<file path="src/rtl/iso_in_pkg.sv">
package iso_in_pkg;
  // Width of the per-endpoint byte counter and payload length.
  localparam int ISO_LEN_W = 10;
  // Default number of isochronous IN endpoints handled.
  localparam int ISO_NUM_EP = 4;

  // Index width for a given number of endpoints (at least one bit).
  function automatic int idx_bits(input int n);
    return (n > 1) ? $clog2(n) : 1;
  endfunction
endpackage

</file>
<file path="src/rtl/iso_rst_sync.sv">
module iso_rst_sync (
  input  logic clk,
  input  logic arst_n,
  output logic srst_n
);
  logic meta_q;
  logic sync_q;

  // Assertion is asynchronous; release is synchronised by two flops.
  always_ff @(posedge clk or negedge arst_n) begin
    if (!arst_n) begin
      meta_q <= 1'b0;
      sync_q <= 1'b0;
    end else begin
      meta_q <= 1'b1;
      sync_q <= meta_q;
    end
  end

  assign srst_n = sync_q;
endmodule

</file>
<file path="src/rtl/iso_ep_tracker.sv">
module iso_ep_tracker #(
  parameter int CNT_W = 10
) (
  input  logic             clk,
  input  logic             rst_n,
  input  logic             wr_hit,
  input  logic             sof,
  input  logic             tok_hit,
  input  logic [CNT_W-1:0] max_pkt,
  output logic [CNT_W-1:0] cur_len,
  output logic             ovf
);
  localparam logic [CNT_W-1:0] CNT_MAX = '1;

  logic [CNT_W-1:0] load_q, load_d;
  logic [CNT_W-1:0] tx_q, tx_d;
  logic             pend_q, pend_d;
  logic             ovf_q, ovf_d;
  logic [CNT_W-1:0] base;
  logic             load_en, tx_en, pend_en, ovf_en;

  // Next-state logic
  always_comb begin
    base   = sof ? '0 : load_q;
    load_d = load_q;
    tx_d   = tx_q;
    pend_d = pend_q;
    ovf_d  = ovf_q;
    if (sof) begin
      tx_d   = load_q;
      pend_d = 1'b1;
      load_d = '0;
    end else if (tok_hit) begin
      pend_d = 1'b0;
    end
    if (wr_hit) begin
      if (base >= max_pkt) ovf_d = 1'b1;
      if (base != CNT_MAX) load_d = base + 1'b1;
    end
  end

  assign load_en = sof | wr_hit;
  assign tx_en   = sof;
  assign pend_en = sof | tok_hit;
  assign ovf_en  = wr_hit;

  // Registers
  always_ff @(posedge clk or negedge rst_n) begin
    if (!rst_n) begin
      load_q <= '0;
      tx_q   <= '0;
      pend_q <= 1'b0;
      ovf_q  <= 1'b0;
    end else begin
      if (load_en) load_q <= load_d;
      if (tx_en)   tx_q   <= tx_d;
      if (pend_en) pend_q <= pend_d;
      if (ovf_en)  ovf_q  <= ovf_d;
    end
  end

  assign cur_len = pend_q ? tx_q : '0;
  assign ovf     = ovf_q;


  cnt_sat_chk: assert property (@(posedge clk) disable iff (!rst_n)
    (load_q == CNT_MAX && !sof) |=> (load_q == CNT_MAX));


  ovf_sticky_chk: assert property (@(posedge clk) disable iff (!rst_n)
    ovf |=> ovf);


  served_empty_chk: assert property (@(posedge clk) disable iff (!rst_n)
    (tok_hit && !sof) |=> (cur_len == '0));


  capture_chk: assert property (@(posedge clk) disable iff (!rst_n)
    sof |=> (cur_len == $past(load_q)));
endmodule

</file>
<file path="src/rtl/iso_rsp_unit.sv">
module iso_rsp_unit #(
  parameter int NUM_EP = 4,
  parameter int CNT_W  = 10,
  parameter int EP_W   = 2
) (
  input  logic                        clk,
  input  logic                        rst_n,
  input  logic                        in_tok,
  input  logic [EP_W-1:0]             in_tok_ep,
  input  logic                        zlp_en,
  input  logic [NUM_EP-1:0][CNT_W-1:0] ep_len,
  output logic                        rsp_valid,
  output logic                        rsp_zero,
  output logic [CNT_W-1:0]            rsp_len
);
  localparam int SLOTS = 1 << EP_W;

  logic [SLOTS-1:0][CNT_W-1:0] len_pad;
  logic [CNT_W-1:0] sel_len;
  logic             sel_empty;
  logic             valid_d, zero_d;
  logic [CNT_W-1:0] len_d;

  // Pad to a full power-of-two table; absent endpoints read as empty.
  for (genvar s = 0; s < SLOTS; s++) begin : g_pad
    if (s < NUM_EP) begin : g_real
      assign len_pad[s] = ep_len[s];
    end else begin : g_none
      assign len_pad[s] = '0;
    end
  end

  assign sel_len   = len_pad[in_tok_ep];
  assign sel_empty = (sel_len == '0);

  always_comb begin
    valid_d = in_tok & (!sel_empty | zlp_en);
    zero_d  = in_tok & sel_empty & zlp_en;
    len_d   = in_tok ? sel_len : '0;
  end

  always_ff @(posedge clk or negedge rst_n) begin
    if (!rst_n) begin
      rsp_valid <= 1'b0;
      rsp_zero  <= 1'b0;
      rsp_len   <= '0;
    end else begin
      rsp_valid <= valid_d;
      rsp_zero  <= zero_d;
      rsp_len   <= len_d;
    end
  end


  strobe_only_after_tok_chk: assert property (@(posedge clk) disable iff (!rst_n)
    !in_tok |=> !rsp_valid);


  zlp_len_chk: assert property (@(posedge clk) disable iff (!rst_n)
    (rsp_valid && rsp_zero) |-> (rsp_len == '0));


  silent_chk: assert property (@(posedge clk) disable iff (!rst_n)
    (in_tok && sel_empty && !zlp_en) |=> (!rsp_valid && rsp_len == '0));


  data_len_chk: assert property (@(posedge clk) disable iff (!rst_n)
    (in_tok && !sel_empty) |=> (rsp_valid && !rsp_zero && rsp_len == $past(sel_len)));
endmodule

</file>
<file path="src/rtl/iso_in_resp_ctrl.sv">
module iso_in_resp_ctrl
  import iso_in_pkg::*;
#(
  parameter int  NUM_EP = ISO_NUM_EP,
  parameter int  CNT_W  = ISO_LEN_W,
  localparam int EP_W   = idx_bits(NUM_EP)
) (
  input  logic              clk,
  input  logic              rst_n,
  input  logic              cpu_wr,
  input  logic [EP_W-1:0]   cpu_wr_ep,
  input  logic              sof_pulse,
  input  logic              in_tok,
  input  logic [EP_W-1:0]   in_tok_ep,
  input  logic              cfg_zlp_send,
  input  logic [CNT_W-1:0]  cfg_max_pkt,
  output logic              rsp_valid,
  output logic              rsp_zero,
  output logic [CNT_W-1:0]  rsp_len,
  output logic [NUM_EP-1:0] ovf_flag
);
  logic                         rst_n_s;
  logic [NUM_EP-1:0]            wr_hit;
  logic [NUM_EP-1:0]            tok_hit;
  logic [NUM_EP-1:0][CNT_W-1:0] ep_len;

  iso_rst_sync u_rst_sync (
    .clk    (clk),
    .arst_n (rst_n),
    .srst_n (rst_n_s)
  );

  for (genvar e = 0; e < NUM_EP; e++) begin : g_ep
    assign wr_hit[e]  = cpu_wr & (cpu_wr_ep == EP_W'(e));
    assign tok_hit[e] = in_tok & (in_tok_ep == EP_W'(e));

    iso_ep_tracker #(.CNT_W(CNT_W)) u_trk (
      .clk     (clk),
      .rst_n   (rst_n_s),
      .wr_hit  (wr_hit[e]),
      .sof     (sof_pulse),
      .tok_hit (tok_hit[e]),
      .max_pkt (cfg_max_pkt),
      .cur_len (ep_len[e]),
      .ovf     (ovf_flag[e])
    );
  end

  iso_rsp_unit #(.NUM_EP(NUM_EP), .CNT_W(CNT_W), .EP_W(EP_W)) u_rsp (
    .clk       (clk),
    .rst_n     (rst_n_s),
    .in_tok    (in_tok),
    .in_tok_ep (in_tok_ep),
    .zlp_en    (cfg_zlp_send),
    .ep_len    (ep_len),
    .rsp_valid (rsp_valid),
    .rsp_zero  (rsp_zero),
    .rsp_len   (rsp_len)
  );


  one_hot_wr_chk: assert property (@(posedge clk) disable iff (!rst_n_s)
    $onehot0(wr_hit));


  reset_quiet_chk: assert property (@(posedge clk) disable iff (!rst_n_s)
    $rose(rst_n_s) |-> (ovf_flag == '0 && !rsp_valid));
endmodule

</file>
<file path="config.mk">
export PLATFORM = sky130hd
export DESIGN_NAME = iso_in_resp_ctrl
export DESIGN_NICKNAME = d
export VERILOG_FILES = /design/src/rtl/iso_in_pkg.sv /design/src/rtl/iso_rst_sync.sv /design/src/rtl/iso_ep_tracker.sv /design/src/rtl/iso_rsp_unit.sv /design/src/rtl/iso_in_resp_ctrl.sv
export SDC_FILE = /design/constraint.sdc
export NUM_CORES = 1
export LEC_CHECK = 0
export ABC_AREA = 1
export BUFFER_PORTS_ARGS = -buffer_cell sky130_fd_sc_hd__buf_4
export CORE_UTILIZATION = 45
export CTS_BUF_LIST = sky130_fd_sc_hd__clkbuf_8
export CTS_CLUSTER_SIZE = 10
export DETAILED_ROUTE_END_ITERATION = 10
export HOLD_SLACK_MARGIN = 0.1
export PLACE_DENSITY = 0.68
export SLEW_MARGIN = 0
export SYNTH_ARGS = -nofsm -noshare
export SYNTH_HDL_FRONTEND = slang
export SYNTH_SLANG_ARGS = --single-unit
export TNS_END_PERCENT = 5
</file>
<file path="constraint.sdc">
create_clock -name clk -period 8.3 [get_ports clk]
set_clock_uncertainty 0.1 [all_clocks]
set_input_delay 0.415 -clock clk [delete_from_list [all_inputs] [get_ports clk]]
set_output_delay 0.415 -clock clk [all_outputs]
set_load 0.005 [all_outputs]
</file>
==> qor.yml, run 1 <==
global_route:
  grtUsageTotal_pct: 21.1
  overflow: 0
  grt_pass1_vias: 4665
  grt_max_degree: 83
  antenna_found_initial: 0
  grt_pass1_wl_um: 23300
synth:
  async_flop_share_pct: 100
  synth_nets: 860
  yosys.area_share.xor_xnor_pct: 1.99
  synth_fa_ha_area_share_pct: 7.29
  yosysWarnings: 0
  synth.area.mux_share_pct: 0
  synth_seq_area_share_pct: 41.3
  synthSimpleGateAreaFrac_pct: 32.2
  syn_avg_cell_area_um2: 7.68
  synthCells: 804
  synth_seq_cells: 102
  synth_edf_count: 0
  synth_ff_type: "dfrtp_1"
  synth_compound_area_share_pct: 7.23
  synth_area_um2: 6180
  synth_top_family_by_area: "simple AND/OR/NAND/NOR gates"
  yosysUniqueCellTypes: 40
timing:
  finalSetupViolations: 0
  period_share_pct: 29.4
  finalHoldViolCount: 0
  fin_crit_ps: 2440
  slew_headroom_pct: 45.3
  fin_tns_setup_ps: 0
  max_slew.worst_pin.slew_ps: 821
  fmax_mhz: 410
  maxSlewViolCount: 0
  finalWorstSetupSlack_ps: 5860
  rsz0062_at_grt: "false"
power_and_ir_drop:
  p_sw_mw: 0.252
  power_frac_seq_pct: 54.4
  combPwrFrac_pct: 9.0
  swShare_pct: 26.4
  power_leakage_nw: 3.53
  p_clk_share_pct: 36.5
  power_density_nw_per_um2: 142
  p_total_mw: 0.954
  p_int_mw: 0.702
  ir_worst_vdd_uv: 93.1
detailed_routing:
  final_antenna_net_count: 0
  routed_wl_um: 14000
  drc: 0
  via_per_inst: 5.02
  firstDrtPassIters: 5
  wl_per_cell_um: 14.0
  drtIter0Drc: 354
  vias: 5041
cts:
  cts_sinks: 102
  clockRootBuffer: "clkbuf_8"
  cts_inserted_buffers: 9
  clkLatencyLatePin_ps: 390
  cts_tree: "built"
  post_cts_resized: 0
  clk_pin_slew_worst_paths_ps: 100
  cts_buffer_depth: 2
  htreeDepth: 3
layout:
  layout-drive-gt1-share_pct: 12.7
  diodes: 0
  synthToLayoutAreaGrowth_pct: 9.01
  final_cell_mix: "nand2_1 (192), inv_1 (112), dfrtp_1 (101)"
  fin_area_um2: 6730
  fin_cells: 1004
  final_common_cell: "nand2_1"
  nets: 879
worst_hold_path:
  min_path_type: "in -> reg"
  worstHoldStart: "in_tok"
  hold_depth: 3
  holdPathEnd: "u_rsp.rsp_valid"
setup_path:
  crit_fanout: 82
  worstRegToRegCells: 10
  timing.rr.end: "g_ep[3].u_trk.load_q[1]"
  setup.worst_path.start_class: "primary input"
  end_kind: "register"
  cp.arrival_ps: 2660
  worstPathRequired_ps: 8520
  rr_startpoint: "g_ep[3].u_trk.load_q[0]"
  r2r_slack_ps: 6280
  crit_type: "in -> reg"
placed_design:
  placed_area_um2: 6510
  post-place-ws_ps: 5490
  dp_hpwl_um: 10400
  gp_congestion: 0.873
  place_inst: 987
  portBuffers: 35
die:
  die_area_um2: 14200
  core_area_um2: 13300
  num_rows: 42
  die_h_um: 119
  initial_core_util_pct: 46.5
  die_width_um: 119
  io_pins: 36
outcome:
  status: "completed"
flow_run:
  cap_violations: 0
## kinds of logic after synthesis
family,count (synthesis)
xor+xnor,14
compound gates,87
other cells,1
buf+inv,146
flops,102
simple gates,418
fa+ha+maj,36
## flip-flops by register name, indices dropped and copies added, names as in the netlist
| name | count |
|---|---|
| u_rsp.rsp_len | 10 |
| g_ep.u_trk.pend_q | 4 |
| g_ep.u_trk.ovf | 4 |
| u_rst_sync.srst_n | 1 |
| u_rst_sync.meta_q | 1 |
| u_rsp.rsp_zero | 1 |
| g_ep.u_trk.tx_q | 40 |
| u_rsp.rsp_valid | 1 |
| g_ep.u_trk.load_q | 40 |
## cell type report
type | count | area (µm²)
Fill cell | 1297 | 6560
Multi-Input combinational cell | 556 | 3020
Sequential cell | 102 | 2560
Inverter | 115 | 434
Timing Repair Buffer | 39 | 295
Tap cell | 176 | 220
Clock buffer | 9 | 124
Clock inverter | 7 | 88.8
## routing by layer
metal | share of wire [%] | track usage (%) | vias up | wire [µm]
met2 | 42 | 31.1 | 149 | 5910
met5 | 0 | 0 | - | 0
met1 | 51 | 31.2 | 2275 | 7140
met3 | 5.8 | 3.93 | 16 | 810
li1 | - | - | 2601 | -
met4 | 1.3 | 6.41 | 0 | 189
## worst max-delay path by stage
stage,from,end,slack [ps]
after floorplan,u_rst_sync.srst_n,g_ep[0].u_trk.load_q[0],5150
after global placement,sof_pulse,g_ep[2].u_trk.ovf,5510
after detailed placement,sof_pulse,g_ep[2].u_trk.ovf,5490
after CTS,sof_pulse,g_ep[2].u_trk.ovf,5870
after global routing,sof_pulse,g_ep[3].u_trk.ovf,5590
final,sof_pulse,g_ep[2].u_trk.ovf,5860
## metrics by stage
stage	hold slack, ps	util, %
after floorplan	19.4	-
after global placement	99.1	49.0
after detailed placement	98.8	49.0
after CTS	148	50.6
after global routing	155	50.6
final	156	50.6
## power groups by stage
stage	Sequential (mW)	Combinational (mW)	Clock, mW
after floorplan	0.528	0.0577	0
after global placement	0.529	0.0845	0
after detailed placement	0.530	0.0862	0
after CTS	0.520	0.0868	0.353
after global routing	0.522	0.0991	0.373
final	0.519	0.0861	0.348
## worst max-delay path, cell delays in order
cell,delay [ps]
buf_4,500
inv_4,480
nand2_1,240
inv_2,80
ha_1,290
nand2_1,60
nor2_1,140
nand4_1,100
nor2_1,100
nor2_1,40
nand2_1,60
nand2_1,50
nand2_1,50
## synth_stat cells (13+ instances only)
master,number,share of area [%]
nand2_1,192,12
inv_1,110,6.7
dfrtp_1,102,41
nor2_1,80,4.9
o21ai_0,64,5.2
nand3_1,52,4.2
ha_1,36,7.3
nand4_1,27,2.7
nor3_1,15,1.2
a21oi_1,14,1.1
nor2_2,13,1.3
## repair_timing
action	4_1_cts	5_1_grt
endpoints found under the hold margin	2	0
buffers inserted	0	0
setup endpoints to repair	0	0
hold buffers	1	0
Power figures use the tool's default switching activity.
==> inputs of run 2 (changes only) <==
--- a/config.mk
+++ b/config.mk
@@ -12,7 +12,7 @@
 export CTS_CLUSTER_SIZE = 10
 export DETAILED_ROUTE_END_ITERATION = 10
 export HOLD_SLACK_MARGIN = 0.1
-export PLACE_DENSITY = 0.68
+export PLACE_DENSITY = 0.7
 export SLEW_MARGIN = 0
 export SYNTH_ARGS = -nofsm -noshare
 export SYNTH_HDL_FRONTEND = slang
==> constraint.sdc (replaced) <==
create_clock -name clk -period 2.2 [get_ports clk]
set_clock_uncertainty 0.1 [all_clocks]
set_input_delay 0.11 -clock clk [delete_from_list [all_inputs] [get_ports clk]]
set_output_delay 0.11 -clock clk [all_outputs]
set_load 0.005 [all_outputs]
==> qor.yml, run 2 (same netlist as run 1, synthesis figures left out) <==
outcome:
  status: "completed"
timing:
  period_share_pct: 93.4
  rsz0062_at_grt: "false"
  slew_headroom_pct: 64.6
  fin_tns_setup_ps: 0
  finalHoldViolCount: 0
  maxSlewViolCount: 0
  fin_crit_ps: 2050
  fmax_mhz: 487
  finalSetupViolations: 0
  max_slew.worst_pin.slew_ps: 531
setup_path:
  rr_startpoint: "g_ep[2].u_trk.pend_q"
  r2r_slack_ps: 150
  timing.rr.end: "u_rsp.rsp_valid"
  end_kind: "register"
  crit_fanout: 17
  crit_type: "in -> reg"
  worstPathRequired_ps: 2400
  worstRegToRegCells: 9
  cp.arrival_ps: 2260
  setup.worst_path.start_class: "primary input"
layout:
  final_common_cell: "nand2_1"
  fin_area_um2: 6910
  diodes: 0
  nFillCells: 1285
  final_cell_mix: "nand2_1 (192), inv_1 (110), dfrtp_1 (97)"
  nets: 893
  reg.largest.list: "g_ep.u_trk.load_q: 40 flops, g_ep.u_trk.tx_q: 40 flops, u_rsp.rsp_len: 10 flops"
  layout-drive-gt1-share_pct: 14.1
  synthToLayoutAreaGrowth_pct: 11.9
cts:
  htreeDepth: 3
  clkLatencyLatePin_ps: 370
  cts_tree: "built"
  cts_buffer_depth: 2
  postCtsSetupBuffers: 0
  cts_sinks: 102
  clk_pin_slew_worst_paths_ps: 90
  clockRootBuffer: "clkbuf_8"
  cts_inserted_buffers: 9
placed_design:
  placed_area_um2: 6580
  portBuffers: 35
  gp_congestion: 0.902
  dp_hpwl_um: 10800
detailed_routing:
  drtIter0Drc: 376
  routed_wl_um: 14000
  drc: 0
  firstDrtPassIters: 5
  final_antenna_net_count: 0
  vias: 5074
  via_per_inst: 4.98
  wl_per_cell_um: 13.8
die:
  die_h_um: 119
  die_width_um: 119
  io_pins: 36
  num_rows: 42
  die_area_um2: 14200
  core_area_um2: 13300
  initial_core_util_pct: 46.5
flow_run:
  cap_violations: 0
global_route:
  overflow: 0
  grtUsageTotal_pct: 21.0
  antenna_found_initial: 0
  grt_pass1_vias: 4584
  grt_pass1_wl_um: 23400
  grt_max_degree: 63
worst_hold_path:
  min_path_type: "in -> reg"
  worstHoldStart: "cpu_wr_ep[0]"
  holdPathEnd: "g_ep[2].u_trk.ovf"
  hold_depth: 5
power_and_ir_drop:
  power_density_nw_per_um2: 540
  power_leakage_nw: 3.61
  ir_worst_vdd_uv: 319
==> run 2: repair_timing <==
item	CTS	global route
setup endpoints to repair	0	5
hold buffers	8	0
gates resized for setup	0	6
hold endpoints to repair	17	0
==> run 2: stage by stage <==
step                hold WS (ps)  total power [mW]  utilization (%)  setup WS (ps)  instances
global placement            -207              2.33             49.5            285        994
global route                 143              3.89             52.0           1.66       1018
floorplan                   -286              2.21                -            296        804
CTS                          100              3.77             51.9            145       1018
detailed placement          -205              2.33             49.5            288        994
finish                       118              3.74             52.0            146       1018
==> run 2: routing by layer <==
metal	global-route usage [%]	vias to the layer above	share of wire, %
met3	3.11	18	5.2
met5	0	-	0
met2	30.7	146	42
met4	5.85	0	1.5
met1	32.0	2288	51
li1	-	2622	-
==> run 2: power by group <==
| group | leakage [nW] | internal, mW | switching [mW] |
|---|---|---|---|
| logic | 2.12 | 0.120 | 0.234 |
| clock network | 0.120 | 0.760 | 0.667 |
| registers | 1.36 | 1.92 | 0.0389 |
==> run 2: how the worst max path moves through the flow <==
stage	end	slack, ps	cells past startpoint	from
final	g_ep[2].u_trk.load_q[9]	150	9	sof_pulse
after global routing	u_rsp.rsp_valid	2	9	g_ep[1].u_trk.pend_q
after CTS	u_rsp.rsp_valid	150	9	g_ep[2].u_trk.pend_q
after detailed placement	g_ep[2].u_trk.load_q[9]	290	8	g_ep[2].u_trk.load_q[1]
after global placement	g_ep[2].u_trk.load_q[9]	290	8	g_ep[2].u_trk.load_q[1]
after floorplan	g_ep[3].u_trk.load_q[1]	300	12	sof_pulse
==> run 2: cell type report <==
cell class | count | area, µm² | area share (%)
Timing Repair Buffer | 53 | 434 | 6.28
Tap cell | 176 | 220 | 3.19
Multi-Input combinational cell | 556 | 3020 | 43.7
Sequential cell | 102 | 2560 | 37.1
Clock inverter | 7 | 120 | 1.74
Clock buffer | 9 | 124 | 1.79
Inverter | 115 | 434 | 6.28
==> run 2: worst max-delay path, stage by stage <==
cell and delay, ps:
dlygate4sd3_1 550, buf_6 180, nor2_1 330, ha_1 300, nand3_2 120, nor2_4 160
nand4_4 130, or2_1 280, nand3_1 90
==> inputs of run 3 (changes only) <==
--- a/config.mk
+++ b/config.mk
@@ -12,7 +12,7 @@
 export CTS_CLUSTER_SIZE = 10
 export DETAILED_ROUTE_END_ITERATION = 10
 export HOLD_SLACK_MARGIN = 0.1
-export PLACE_DENSITY = 0.7
+export PLACE_DENSITY_LB_ADDON = 0.15
 export SLEW_MARGIN = 0
 export SYNTH_ARGS = -nofsm -noshare
 export SYNTH_HDL_FRONTEND = slang
==> qor.yml, run 3 (same netlist as run 1, synthesis figures left out) <==
global_route:
  grtUsageTotal_pct: 23.1
  grtUsageMet1_pct: 32.7
  use_met2_pct: 35.0
  grt_pass1_vias: 5017
  overflow: 0
  antenna_found_initial: 0
  grt_use_met3_pct: 3.07
  grt_max_degree: 39
  grt_pass1_wl_um: 25200
  busiest_layer: "met2"
die:
  num_rows: 42
  die_width_um: 119
  initial_core_util_pct: 46.5
  core_area_um2: 13300
  die_h_um: 119
  io_pins: 36
  die_area_um2: 14200
layout:
  final_common_cell: "nand2_1"
  synthToLayoutAreaGrowth_pct: 12.7
  layout-drive-gt1-share_pct: 15.2
  multiInputGateArea_um2: 3030
  diodes: 0
  nets: 904
  reg.largest.list: "g_ep.u_trk.load_q: 40 flops, g_ep.u_trk.tx_q: 40 flops, u_rsp.rsp_len: 10 flops"
  final_cell_mix: "nand2_1 (192), inv_1 (110), dfrtp_1 (101)"
  nFillCells: 1301
  ff_latch_area_um2: 2560
worst_hold_path:
  hold_depth: 6
  min_path_type: "in -> reg"
setup_path:
  crit_type: "reg -> reg"
  cp_slowest_cell: "dlygate4sd3_1"
  worstRegToRegCells: 9
  cp.arrival_ps: 2230
  path_cells: "nand3_1 > nor2_1 > nor2_1 > nand3_1 > nor2_1 > nand3_1 > nand2_1 > nand2_1 > dlygate4sd3_1"
  cp_slowest_stage_delay_ps: 550
  worstPathRequired_ps: 2370
  setup.worst_path.start_class: "register"
  end_kind: "register"
  r2r_slack_ps: 150
  crit_fanout: 10
timing:
  max_slew.worst_pin.slew_ps: 553
  fin_crit_ps: 2050
  slew_headroom_pct: 63.2
  finalHoldViolCount: 0
  finalSetupViolations: 0
  fin_tns_setup_ps: 0
  period_share_pct: 93.3
  rsz0062_at_grt: "false"
  maxSlewViolCount: 0
  fmax_mhz: 487
outcome:
  status: "completed"
cts:
  clkLatencyLatePin_ps: 390
  cts_inserted_buffers: 9
  htreeDepth: 3
  cts_sinks: 102
  cts_tree: "built"
  cts_buffer_depth: 2
  clockRootBuffer: "clkbuf_8"
  clk_pin_slew_worst_paths_ps: 100
detailed_routing:
  vias: 5209
  via_per_inst: 5.06
  routed_wl_um: 15100
  drtIter0Drc: 347
  drc: 0
  wl_per_cell_um: 14.6
  firstDrtPassIters: 5
  final_antenna_net_count: 0
power_and_ir_drop:
  ir_worst_vdd_uv: 286
  power_density_nw_per_um2: 496
  power_leakage_nw: 3.65
  p_total_mw: 3.45
placed_design:
  portBuffers: 35
  dp_hpwl_um: 11400
  gp_congestion: 0.871
flow_run:
  cap_violations: 0
[run 3: cell types whose count changed in the layout (fill, tap and decap cells not counted), sizes merged]
| cell | change |
|---|---|
| buf | +9 |
| bufinv | -3 |
| clkbuf | +1 |
| clkinv | +1 |
| clkinvlp | +1 |
| dlygate4sd3 | +1 |
| dlymetal6s4s | +1 |
[run 3: path summary, 6_finish.rpt]
check | endpoint | from
max in group asynchronous | g_ep[1].u_trk.load_q[6] | u_rst_sync.srst_n
min in group asynchronous | g_ep[0].u_trk.tx_q[3] | u_rst_sync.srst_n
setup / recovery | u_rsp.rsp_valid | g_ep[1].u_trk.pend_q
hold / removal | g_ep[1].u_trk.load_q[7] | cpu_wr_ep[1]
setup reg to reg | u_rsp.rsp_valid | g_ep[1].u_trk.pend_q
hold reg to reg | g_ep[0].u_trk.tx_q[3] | u_rst_sync.srst_n
[run 3: layout make-up]
cell class / instances / share of cell area, %
Multi-Input combinational cell: 556 / 43.6
Clock buffer: 10 / 1.98
Tap cell: 176 / 3.16
Inverter: 115 / 6.29
Timing Repair Buffer: 64 / 7.70
Sequential cell: 102 / 36.7
Clock inverter: 6 / 0.557
[run 3: report_power, final]
| group | total (mW) | leakage (nW) | internal [mW] | switching, mW |
|---|---|---|---|---|
| logic | 0.378 | 2.19 | 0.137 | 0.242 |
| clock network | 1.12 | 0.0938 | 0.441 | 0.678 |
| registers | 1.96 | 1.37 | 1.91 | 0.0427 |
| total | 3.45 | 3.65 | 2.49 | 0.962 |
[run 3: timing repair]
item                       in CTS  in global routing
buffers inserted                0                  6
resized for setup               0                 15
setup endpoints to repair       0                  8
hold buffers                   10                  0
hold endpoints to repair       21                  0
[run 3: stage by stage]
step,std cells,utilization [%],hold slack [ps],worst slack [ps],instance area (µm²)
finish,1029,52.3,125,147,6960
global placement,997,49.6,-207,325,6600
detailed placement,997,49.6,-205,213,6600
floorplan,804,-,-286,296,6180
global route,1029,52.3,159,15.3,6960
CTS,1023,51.7,105,8.88,6880
[run 3: critical path, delay by kind of cell (launching register included)]
family | cells | cell delay (ps)
buffers and inverters | 1 | 550
DFF | 1 | 500
and+or+nand+nor | 8 | 790
[run 3: per-layer routing]
layer,part of all wire (%),vias up
li1,-,2647
met1,48,2428
met2,44,112
met3,4.2,22
met4,3.4,0
met5,0,-
